[src/rtl/jc_pkg.sv]
package jc_pkg;

  localparam int JC_STAGES  = 4;
  localparam int JC_STROBES = 2 * JC_STAGES;

  typedef logic [JC_STAGES-1:0]  jc_state_t;
  typedef logic [JC_STROBES-1:0] jc_strobe_t;

  // True when s is one of the 2*JC_STAGES patterns of the twisted-ring cycle:
  // a run of ones filled from the top or a run of ones filled from the bottom.
  function automatic logic jc_in_cycle(jc_state_t s);
    logic       hit;
    jc_state_t  ones;
    hit  = 1'b0;
    ones = '1;
    for (int k = 0; k <= JC_STAGES; k++) begin
      if (s == (ones >> k) || s == ~(ones >> k)) hit = 1'b1;
    end
    return hit;
  endfunction

endpackage

[src/rtl/jc_rst_sync.sv]
module jc_rst_sync #(
  parameter int SYNC_STAGES = 2
) (
  input  logic clk,
  input  logic rst_n,
  output logic rst_n_sync
);

  logic [SYNC_STAGES-1:0] chain_q;

  always_ff @(posedge clk or negedge rst_n) begin
    if (!rst_n) chain_q <= '0;
    else        chain_q <= {chain_q[SYNC_STAGES-2:0], 1'b1};
  end

  assign rst_n_sync = chain_q[SYNC_STAGES-1];

endmodule

[src/rtl/jc_shift_core.sv]
module jc_shift_core
  import jc_pkg::*;
#(
  parameter jc_state_t RESET_STATE   = '0,
  parameter int        RECOVER_LIMIT = 5
) (
  input  logic      clk,
  input  logic      rst_n,
  input  logic      en,
  output jc_state_t state
);

  localparam int IA = JC_STAGES - 1;
  localparam int IB = JC_STAGES - 2;
  localparam int IC = JC_STAGES - 3;
  localparam int IE = 0;
  localparam int RUN_W = $clog2(RECOVER_LIMIT + 2) + 1;

  jc_state_t state_q, state_d;

  // next-state: shift with twisted feedback and a repair term on stage C
  always_comb begin
    state_d     = state_q;
    state_d[IA] = ~state_q[IE];
    state_d[IB] = state_q[IA];
    state_d[IC] = (state_q[IA] | state_q[IC]) & state_q[IB];
    state_d[IE] = state_q[IC];
  end

  always_ff @(posedge clk or negedge rst_n) begin
    if (!rst_n)  state_q <= RESET_STATE;
    else if (en) state_q <= state_d;
  end

  assign state = state_q;

  // checker state: enabled edges spent outside the cycle
  logic [RUN_W-1:0] run_q;
  always_ff @(posedge clk or negedge rst_n) begin
    if (!rst_n)                   run_q <= '0;
    else if (jc_in_cycle(state_q)) run_q <= '0;
    else if (en && run_q != '1)   run_q <= run_q + RUN_W'(1);
  end


  hold_when_idle_chk: assert property (@(posedge clk) disable iff (!rst_n)
    !en |=> $stable(state_q));


  stay_in_cycle_chk: assert property (@(posedge clk) disable iff (!rst_n)
    (en && jc_in_cycle(state_q)) |=> jc_in_cycle(state_q));


  recovery_bound_chk: assert property (@(posedge clk) disable iff (!rst_n)
    run_q <= RUN_W'(RECOVER_LIMIT));

endmodule

[src/rtl/jc_decode.sv]
module jc_decode
  import jc_pkg::*;
(
  input  logic       clk,
  input  logic       rst_n,
  input  jc_state_t  state,
  output jc_strobe_t strobe
);

  // s[j] is stage j counted from the head of the chain
  logic [JC_STAGES-1:0] s;

  genvar j;
  generate
    for (j = 0; j < JC_STAGES; j++) begin : g_order
      assign s[j] = state[JC_STAGES-1-j];
    end
  endgenerate

  assign strobe[0]         = ~s[0] & ~s[JC_STAGES-1];
  assign strobe[JC_STAGES] =  s[0] &  s[JC_STAGES-1];

  genvar k;
  generate
    for (k = 1; k < JC_STAGES; k++) begin : g_edge
      // filling phase: first 1-to-0 step
      assign strobe[k]             =  s[k-1] & ~s[k];
      // draining phase: first 0-to-1 step
      assign strobe[JC_STAGES + k] = ~s[k-1] &  s[k];
    end
  endgenerate


  one_strobe_chk: assert property (@(posedge clk) disable iff (!rst_n)
    jc_in_cycle(state) |-> $onehot(strobe));

endmodule

[src/rtl/jc_timing_gen.sv]
module jc_timing_gen
  import jc_pkg::*;
#(
  parameter jc_state_t RESET_STATE   = '0,
  parameter int        RECOVER_LIMIT = 5
) (
  input  logic       clk,
  input  logic       rst_n,
  input  logic       en,
  output logic [3:0] state,
  output logic [7:0] strobe
);

  logic       rst_n_sync;
  jc_state_t  ring;
  jc_strobe_t strb;

  jc_rst_sync #(.SYNC_STAGES(2)) u_sync (
    .clk        (clk),
    .rst_n      (rst_n),
    .rst_n_sync (rst_n_sync)
  );

  jc_shift_core #(
    .RESET_STATE   (RESET_STATE),
    .RECOVER_LIMIT (RECOVER_LIMIT)
  ) u_core (
    .clk   (clk),
    .rst_n (rst_n_sync),
    .en    (en),
    .state (ring)
  );

  jc_decode u_dec (
    .clk    (clk),
    .rst_n  (rst_n_sync),
    .state  (ring),
    .strobe (strb)
  );

  assign state  = ring;
  assign strobe = strb;


  strobe_rotate_chk: assert property (@(posedge clk) disable iff (!rst_n_sync)
    (en && jc_in_cycle(ring)) |=> strb == {$past(strb[6:0]), $past(strb[7])});

endmodule

[config.mk]
export PLATFORM = sky130hd
export DESIGN_NAME = jc_timing_gen
export DESIGN_NICKNAME = d
export VERILOG_FILES = /design/src/rtl/jc_pkg.sv /design/src/rtl/jc_rst_sync.sv /design/src/rtl/jc_shift_core.sv /design/src/rtl/jc_decode.sv /design/src/rtl/jc_timing_gen.sv
export SDC_FILE = /design/constraint.sdc
export NUM_CORES = 1
export LEC_CHECK = 0
export BUFFER_PORTS_ARGS = -buffer_cell sky130_fd_sc_hd__buf_2
export CORE_AREA = 4 4 41 43
export CTS_BUF_LIST = sky130_fd_sc_hd__clkbuf_4
export DETAILED_ROUTE_END_ITERATION = 6
export DIE_AREA = 0 0 45 47
export PLACE_DENSITY_LB_ADDON = 0.3
export SLEW_MARGIN = 25
export SYNTH_ARGS = -nofsm -noshare
export SYNTH_HDL_FRONTEND = slang
export SYNTH_HIERARCHICAL = 1
export SYNTH_SLANG_ARGS = --single-unit
[constraint.sdc]
create_clock -name clk -period 1.3 [get_ports clk]
set_clock_uncertainty 0.15 [all_clocks]
set_input_delay 0.26 -clock clk [delete_from_list [all_inputs] [get_ports clk]]
set_output_delay 0.26 -clock clk [all_outputs]
set_load 0.02 [all_outputs]
==> out/summary.txt, run 1 <==
Run status: finished with violations
Failing checks: setup timing
Number of synthesized register bits: 6
Max-cap check violation count: 0
Top layer in use: met4
Setup ws final: -0.117 ns
FMAX: 706 MHz
Antenna violations before repair: 0
Wl on met1: 244 µm
Worst hold slack: 0.135 ns
Die X: 45 µm
# H-tree levels: 1
Share of cells above drive strength 1: 0.587
Chip height: 47 µm
Met2 WL: 285 µm
Worst Hold Endpoint: u_core/state[1]
Gpl congestion: 0.672
Worst path max stage delay: 0.43 ns
RR Startpoint: u_core/state[3]
CTS tree: done
Gr ovfl total: 0
Fill count: 144
First-pass GRT wire length: 1.08 mm
Core Area: 0.00130 mm²
Seq/Total Area, Yosys: 0.550
Via Count: 244
Placed cell area: 347 µm²
Power Density: 2840 mW/mm²
Maximum vdd drop: 0.868 mV
Pwr Total: 1.29 mW
Crit path launch type: flop
Leakage: 0.235 nW
Slew Viols, Final: 0
Starting Density: 0.210
Worst path cell trace: and2b_2, buf_6
Clk slew on worst S/H paths: 0.05 ns
Met3 routed WL: 67 µm
Post-Syn Nets: 28
Area Growth Syn to Fin: 66.5%
N_diodes: 0
Syn Inst Count: 25
DRT Pass-1 Iters: 2
Die area: 0.00212 mm²
Finished Cell Area: 454 µm²
Most frequent cells in the layout: 9 x buf_4, 6 x buf_2, 4 x nor2b_1
Final wirelength: 612 µm
DR WL/cell: 10.0 µm
Final worst-path cycle share: 1.09
Clk Latency, worst-skew pair: 0.24 ns
GR Util All Layers: 0.0771
CTS buffer count: 3
WHS Path Cells: 2
Synth cell types: 13
Final Critical Period: 1.42 ns
Synthesized area: 273 µm²
RSZ-0062 raised after global routing: true
DRC errors left: 0
Final core utilization: 0.349
CTS max path bufs: 2
Root Driver: clkbuf_4
Final setup vio count: 8
Number of I/O port buffers: 14
Synth warn: 6
Crit-path slowest cell: dfrtp_2
Reg2Reg Depth: 4
Critical Path RT: 0.89 ns
Antenna Violating Nets Remaining: 0
Vias in the first global route: 259
Critical Path End Type: output port
Worst r2r dst: u_core/state[1]
Min-delay src: en
Critical-path maximum fanout: 6
Average size of a mapped cell: 10.9 µm²
Worst R2R Setup Slack: 0.16 ns
Setup CP Type: reg -> out
Critical path arrival: 1.01 ns
# IOs: 15
Commonest non-fill, non-tap cell in the layout: buf_4
Layout net count: 51
Hold Crit Class: in -> reg
Clock sink count: 6
First DRT Iteration DRCs: 4
DR vias/cell: 4.00
Largest net degree at the start of global routing: 7
Num rows: 13
Hold Fails Final Rpt: 0
worst max-delay path: cells and delay by family, from the launching register on:
kind,cells,cell delay [ns]
buffers and inverters,1,0.13
and+or+nand+nor,1,0.21
DFF,1,0.43
per-stage QoR:
step | cells | setup slack (ns) | setup TNS (ns)
2_1_floorplan | 25 | 0.0123 | 0
3_3_place_gp | 52 | 0.0809 | 0
3_5_place_dp | 52 | 0.0760 | 0
4_1_cts | 61 | -0.129 | -0.654
5_1_grt | 61 | -0.166 | -1.03
6_report | 61 | -0.117 | -0.562
kinds of logic after synthesis:
| kind of cell | count (synthesis) | share of synthesized area |
|---|---|---|
| AND/OR/NAND/NOR | 9 | 0.206 |
| flip-flops | 6 | 0.550 |
| buffers and inverters | 4 | 0.0826 |
| AO/OA/AOI/OAI | 3 | 0.0550 |
| multiplexers | 2 | 0.0917 |
| other | 1 | 0.0137 |
cell usage after synthesis:
cell type | instances | area, µm²
o21ai_0 | 1 | 5.00
nor2_1 | 1 | 3.75
and2_1 | 1 | 6.26
conb_1 | 1 | 3.75
nand2_1 | 1 | 3.75
and2b_2 | 2 | 17.5
a21oi_1 | 2 | 10.0
mux2_4 | 1 | 15.0
buf_4 | 2 | 15.0
nor2b_1 | 4 | 25.0
dfrtp_1 | 6 | 150
inv_1 | 2 | 7.51
mux2i_1 | 1 | 10.0
worst max path at each step:
stage                    start        end  slack, ns  cells past startpoint
2_1_floorplan  u_core/state[0]  strobe[7]       0.01                      1
3_3_place_gp   u_core/state[3]  strobe[1]       0.08                      2
3_5_place_dp   u_core/state[3]  strobe[1]       0.08                      2
4_1_cts        u_core/state[3]  strobe[1]      -0.13                      2
5_1_grt        u_core/state[3]  strobe[1]      -0.17                      2
6_report       u_core/state[3]  strobe[1]      -0.12                      2
per-layer routing:
layer	vias up	global-route usage
li1	116	-
met4	0	0.0877
met2	16	0.124
met1	110	0.0741
met3	2	0.0230
met5	-	0
flip-flops by register name (all words and copies together) (netlist names):
| name | flops |
|---|---|
| u_sync/chain_q | 2 |
| u_core/state | 4 |
cell type report:
class / instances / area (µm²) / area share
timing repair buffer: 20 / 151 / 0.333
multi-input combinational: 15 / 100 / 0.220
clock buffer: 3 / 22.5 / 0.0496
tap: 15 / 18.8 / 0.0413
inverter: 2 / 7.51 / 0.0165
sequential: 6 / 154 / 0.339
power breakdown:
part	switching (mW)	internal, mW	leakage [nW]
combinational	0.397	0.390	0.154
clock	0.0665	0.104	0.0138
sequential	0.0761	0.258	0.0676
total	0.539	0.753	0.235
repair_timing:
item,CTS,global route
pin swaps,0,1
endpoints found under the hold margin,6,0
setup buffers,4,0
endpoints found under the setup margin,10,9
hold buffers,2,0
gates resized for setup,11,3
No activity file was read; power rests on OpenSTA's default activity.
==> run 2, diff against run 1 <==
--- a/config.mk
+++ b/config.mk
@@ -10,9 +10,7 @@
 export CTS_BUF_LIST = sky130_fd_sc_hd__clkbuf_4
 export DETAILED_ROUTE_END_ITERATION = 6
 export DIE_AREA = 0 0 45 47
-export PLACE_DENSITY_LB_ADDON = 0.3
 export SLEW_MARGIN = 25
 export SYNTH_ARGS = -nofsm -noshare
 export SYNTH_HDL_FRONTEND = slang
-export SYNTH_HIERARCHICAL = 1
 export SYNTH_SLANG_ARGS = --single-unit
==> out/summary.txt, run 2 <==
Run status: finished with violations
Failing checks: setup timing
Synth warn: 0 (-6)
First DRT Iteration DRCs: 0 (-4)
Crit-path slowest cell: dfrtp_2
Antenna violations before repair: 0 (unchanged)
Non-filler cells, final: 65 (+6.6%)
Asr flop ratio synth: 1.00 (unchanged)
Average size of a mapped cell: 10.3 µm² (-6.0%)
Setup CP Type: reg -> out
Worst hold slack: 0.146 ns (+0.0116 ns)
Num rows: 13 (unchanged)
Worst path cell trace: inv_2, nor2_1, buf_2
Seq/Total Area, Yosys: 0.585 (+0.0349)
Chip height: 47 µm (unchanged)
Critical-path maximum fanout: 4 (-2)
Worst path max stage delay: 0.41 ns (-0.02 ns)
Antenna Violating Nets Remaining: 0 (unchanged)
GR Util All Layers: 0.0676 (-0.00949)
Area Growth Syn to Fin: 87.8%
Die X: 45 µm (unchanged)
Area leader, netlist: dfrtp_1
Leakage: 0.250 nW (+6.3%)
Clk slew on worst S/H paths: 0.04 ns (about the same)
Top post-synthesis cells by area: dfrtp_1 59%, nor2b_1 7.3%, buf_4 5.9%
CTS tree: done
Starting Density: 0.197 (-0.0125)
Hold Crit Class: in -> reg
Largest net degree at the start of global routing: 8 (+1)
Synthesized area: 256 µm² (-6.0%)
Clk Latency, worst-skew pair: 0.24 ns (about the same)
Final core utilization: 0.370 (+0.0212)
Core Area: 0.00130 mm² (unchanged)
Final wirelength: 667 µm (+9.0%)
Syn Inst Count: 25 (unchanged)
RSZ-0062 raised after global routing: true
Reg2Reg Depth: 6 (+2)
DR WL/cell: 10.3 µm (+2.3%)
XOR/XNOR share of the synthesized area: 0 (unchanged)
Internal power: 0.815 mW (+8.3%)
Final setup vio count: 8 (unchanged)
Adder-Cell Fraction of Synth Area: 0 (unchanged)
CTS buffer count: 3 (unchanged)
Final worst-path cycle share: 1.06 (-0.0315)
DRC errors left: 0 (unchanged)
Post-synth EDFFs: 0 (unchanged)
Vias in the first global route: 248 (-4.2%)
Slew Viols, Final: 0 (unchanged)
Final Critical Period: 1.38 ns (-0.0410 ns)
Sw Ratio: 0.413 (-0.00419)
Logic pwr share: 0.626 (+0.017)
Critical Path RT: 0.89 ns (about the same)
Gr ovfl total: 0 (unchanged)
Share of cells above drive strength 1: 0.660 (+0.0730)
Number of I/O port buffers: 14 (unchanged)
Most frequent cells in the layout: 9 x buf_4, 8 x buf_2, 5 x buf_6
Top post-synthesis cells by count: 6 x dfrtp_1, 4 x nor2_1, 3 x nor2b_1
Setup ws final: -0.0762 ns (+0.0410 ns)
Clock sink count: 6 (unchanged)
First-pass GRT wire length: 1.01 mm (-6.4%)
Placed Cells: 52 (unchanged)
Commonest non-fill, non-tap cell in the layout: buf_4
Synth Area in Compound Gates: 0.0585 (+0.00349)
Pwr Total: 1.39 mW (+7.5%)
Critical path arrival: 0.97 ns (-0.04 ns)
Max-cap check violation count: 0 (unchanged)
CTS max path bufs: 2 (unchanged)
Maximum vdd drop: 0.656 mV (-24%)
Number of synthesized register bits: 6 (unchanged)
WP buf/inv: 2 (+1)
DRT Pass-1 Iters: 1 (-1)
Die area: 0.00212 mm² (unchanged)
Multiplexer share of the synthesized area: 0.0829 (-0.00882)
Critical Path End Type: output port
Root Driver: clkbuf_4
Synth cell types: 12 (-1)
# IOs: 15 (unchanged)
Synth Area in Simple Gates: 0.171 (-0.0357)
Layout net count: 55 (+7.8%)
Post-synth top area share: 0.585 (+0.0349)
WHS Path Cells: 2 (unchanged)
Cell family with most CP delay: flip-flops
DR vias/cell: 4.02 (+0.38%)
Post-place setup slack: 0.136 ns (+0.0596 ns)
Post-Syn Nets: 28 (unchanged)
Part of the power in the clock network: 0.118 (-0.014)
Gpl congestion: 0.652 (-2.9%)
Top FF cell, synth: dfrtp_1
Max reg flops: 4 (unchanged)
Switch Pwr: 0.574 mW (+6.4%)
Via Count: 261 (+7.0%)
Power Density: 2880 mW/mm² (+1.4%)
N_diodes: 0 (unchanged)
Detailed Place HPWL: 411 µm
Stages on worst setup path: 3 (+1)
Sequential share of power: 0.256 (-0.003)
Count leader, synth: dfrtp_1
FMAX: 727 MHz (+3.0%)
Crit path launch type: flop
Largest family of logic cells by synthesized area: simple AND/OR/NAND/NOR gates
Hold Fails Final Rpt: 0 (unchanged)
# H-tree levels: 1 (unchanged)
-- run 2: changes by cell type after synthesis, sizes merged --
cell / before / now
nor2b: 4 / 3
and2b: 2 / 0
nor2: 1 / 4
-- run 2: cell type report --
class / count / area [µm²]
fill: 149 / 820
timing repair buffer: 24 / 184
sequential: 6 / 155
multi-input combinational: 15 / 93.8
clock buffer: 3 / 22.5
tap: 15 / 18.8
inverter: 2 / 7.51
-- run 2: per-layer routing --
layer	global-route usage	vias to the layer above	wire (µm)	part of all wire
met5	0	-	0	0
met3	0.0383	0	86	0.13
met4	0.0351	0	0	0
met1	0.0626	122	233	0.35
li1	-	124	-	-
met2	0.119	15	347	0.52
-- run 2: path summary, 6_finish.rpt --
| check | startpoint | to | slack [ns] |
|---|---|---|---|
| worst max-delay path | u_core.state[2] | strobe[2] | -0.08 |
| worst min-delay path | en | u_core.state[3] | 0.15 |
| worst max register to register | u_core.state[3] | u_core.state[3] | 0.07 |
| worst min register to register | u_sync.chain_q[0] | u_sync.chain_q[1] | 0.20 |
| max in group asynchronous | u_sync.chain_q[1] | u_core.state[2] | 0.37 |
| min in group asynchronous | rst_n | u_sync.chain_q[1] | 0.18 |
-- run 2: through the flow --
step | area, µm² | TNS [ns]
floorplan | 256 | 0
global placement | 330 | 0
detailed placement | 330 | 0
CTS | 442 | -0.605
global route | 482 | -0.796
finish | 482 | -0.425
-- run 2: power groups by stage --
stage | Combinational, mW | Clock, mW | Sequential [mW]
floorplan | 0.367 | 0 | 0.354
global placement | 0.539 | 0 | 0.338
detailed placement | 0.547 | 0 | 0.342
CTS | 0.772 | 0.175 | 0.331
global route | 0.929 | 0.189 | 0.372
finish | 0.869 | 0.164 | 0.356
-- run 2: cell families after synthesis --
| logic type | after synthesis |
|---|---|
| compound gates | 3 |
| buf+inv | 4 |
| flops | 6 |
| mux | 2 |
| other cells | 1 |
| simple gates | 9 |
-- run 2: what timing repair did --
item / in CTS / in global routing
hold buffers: 2 / 0
endpoints found under the setup margin: 9 / 10
setup buffers: 6 / 2
endpoints found under the hold margin: 6 / 0
pin swaps: 3 / 1
gates resized for setup: 8 / 12
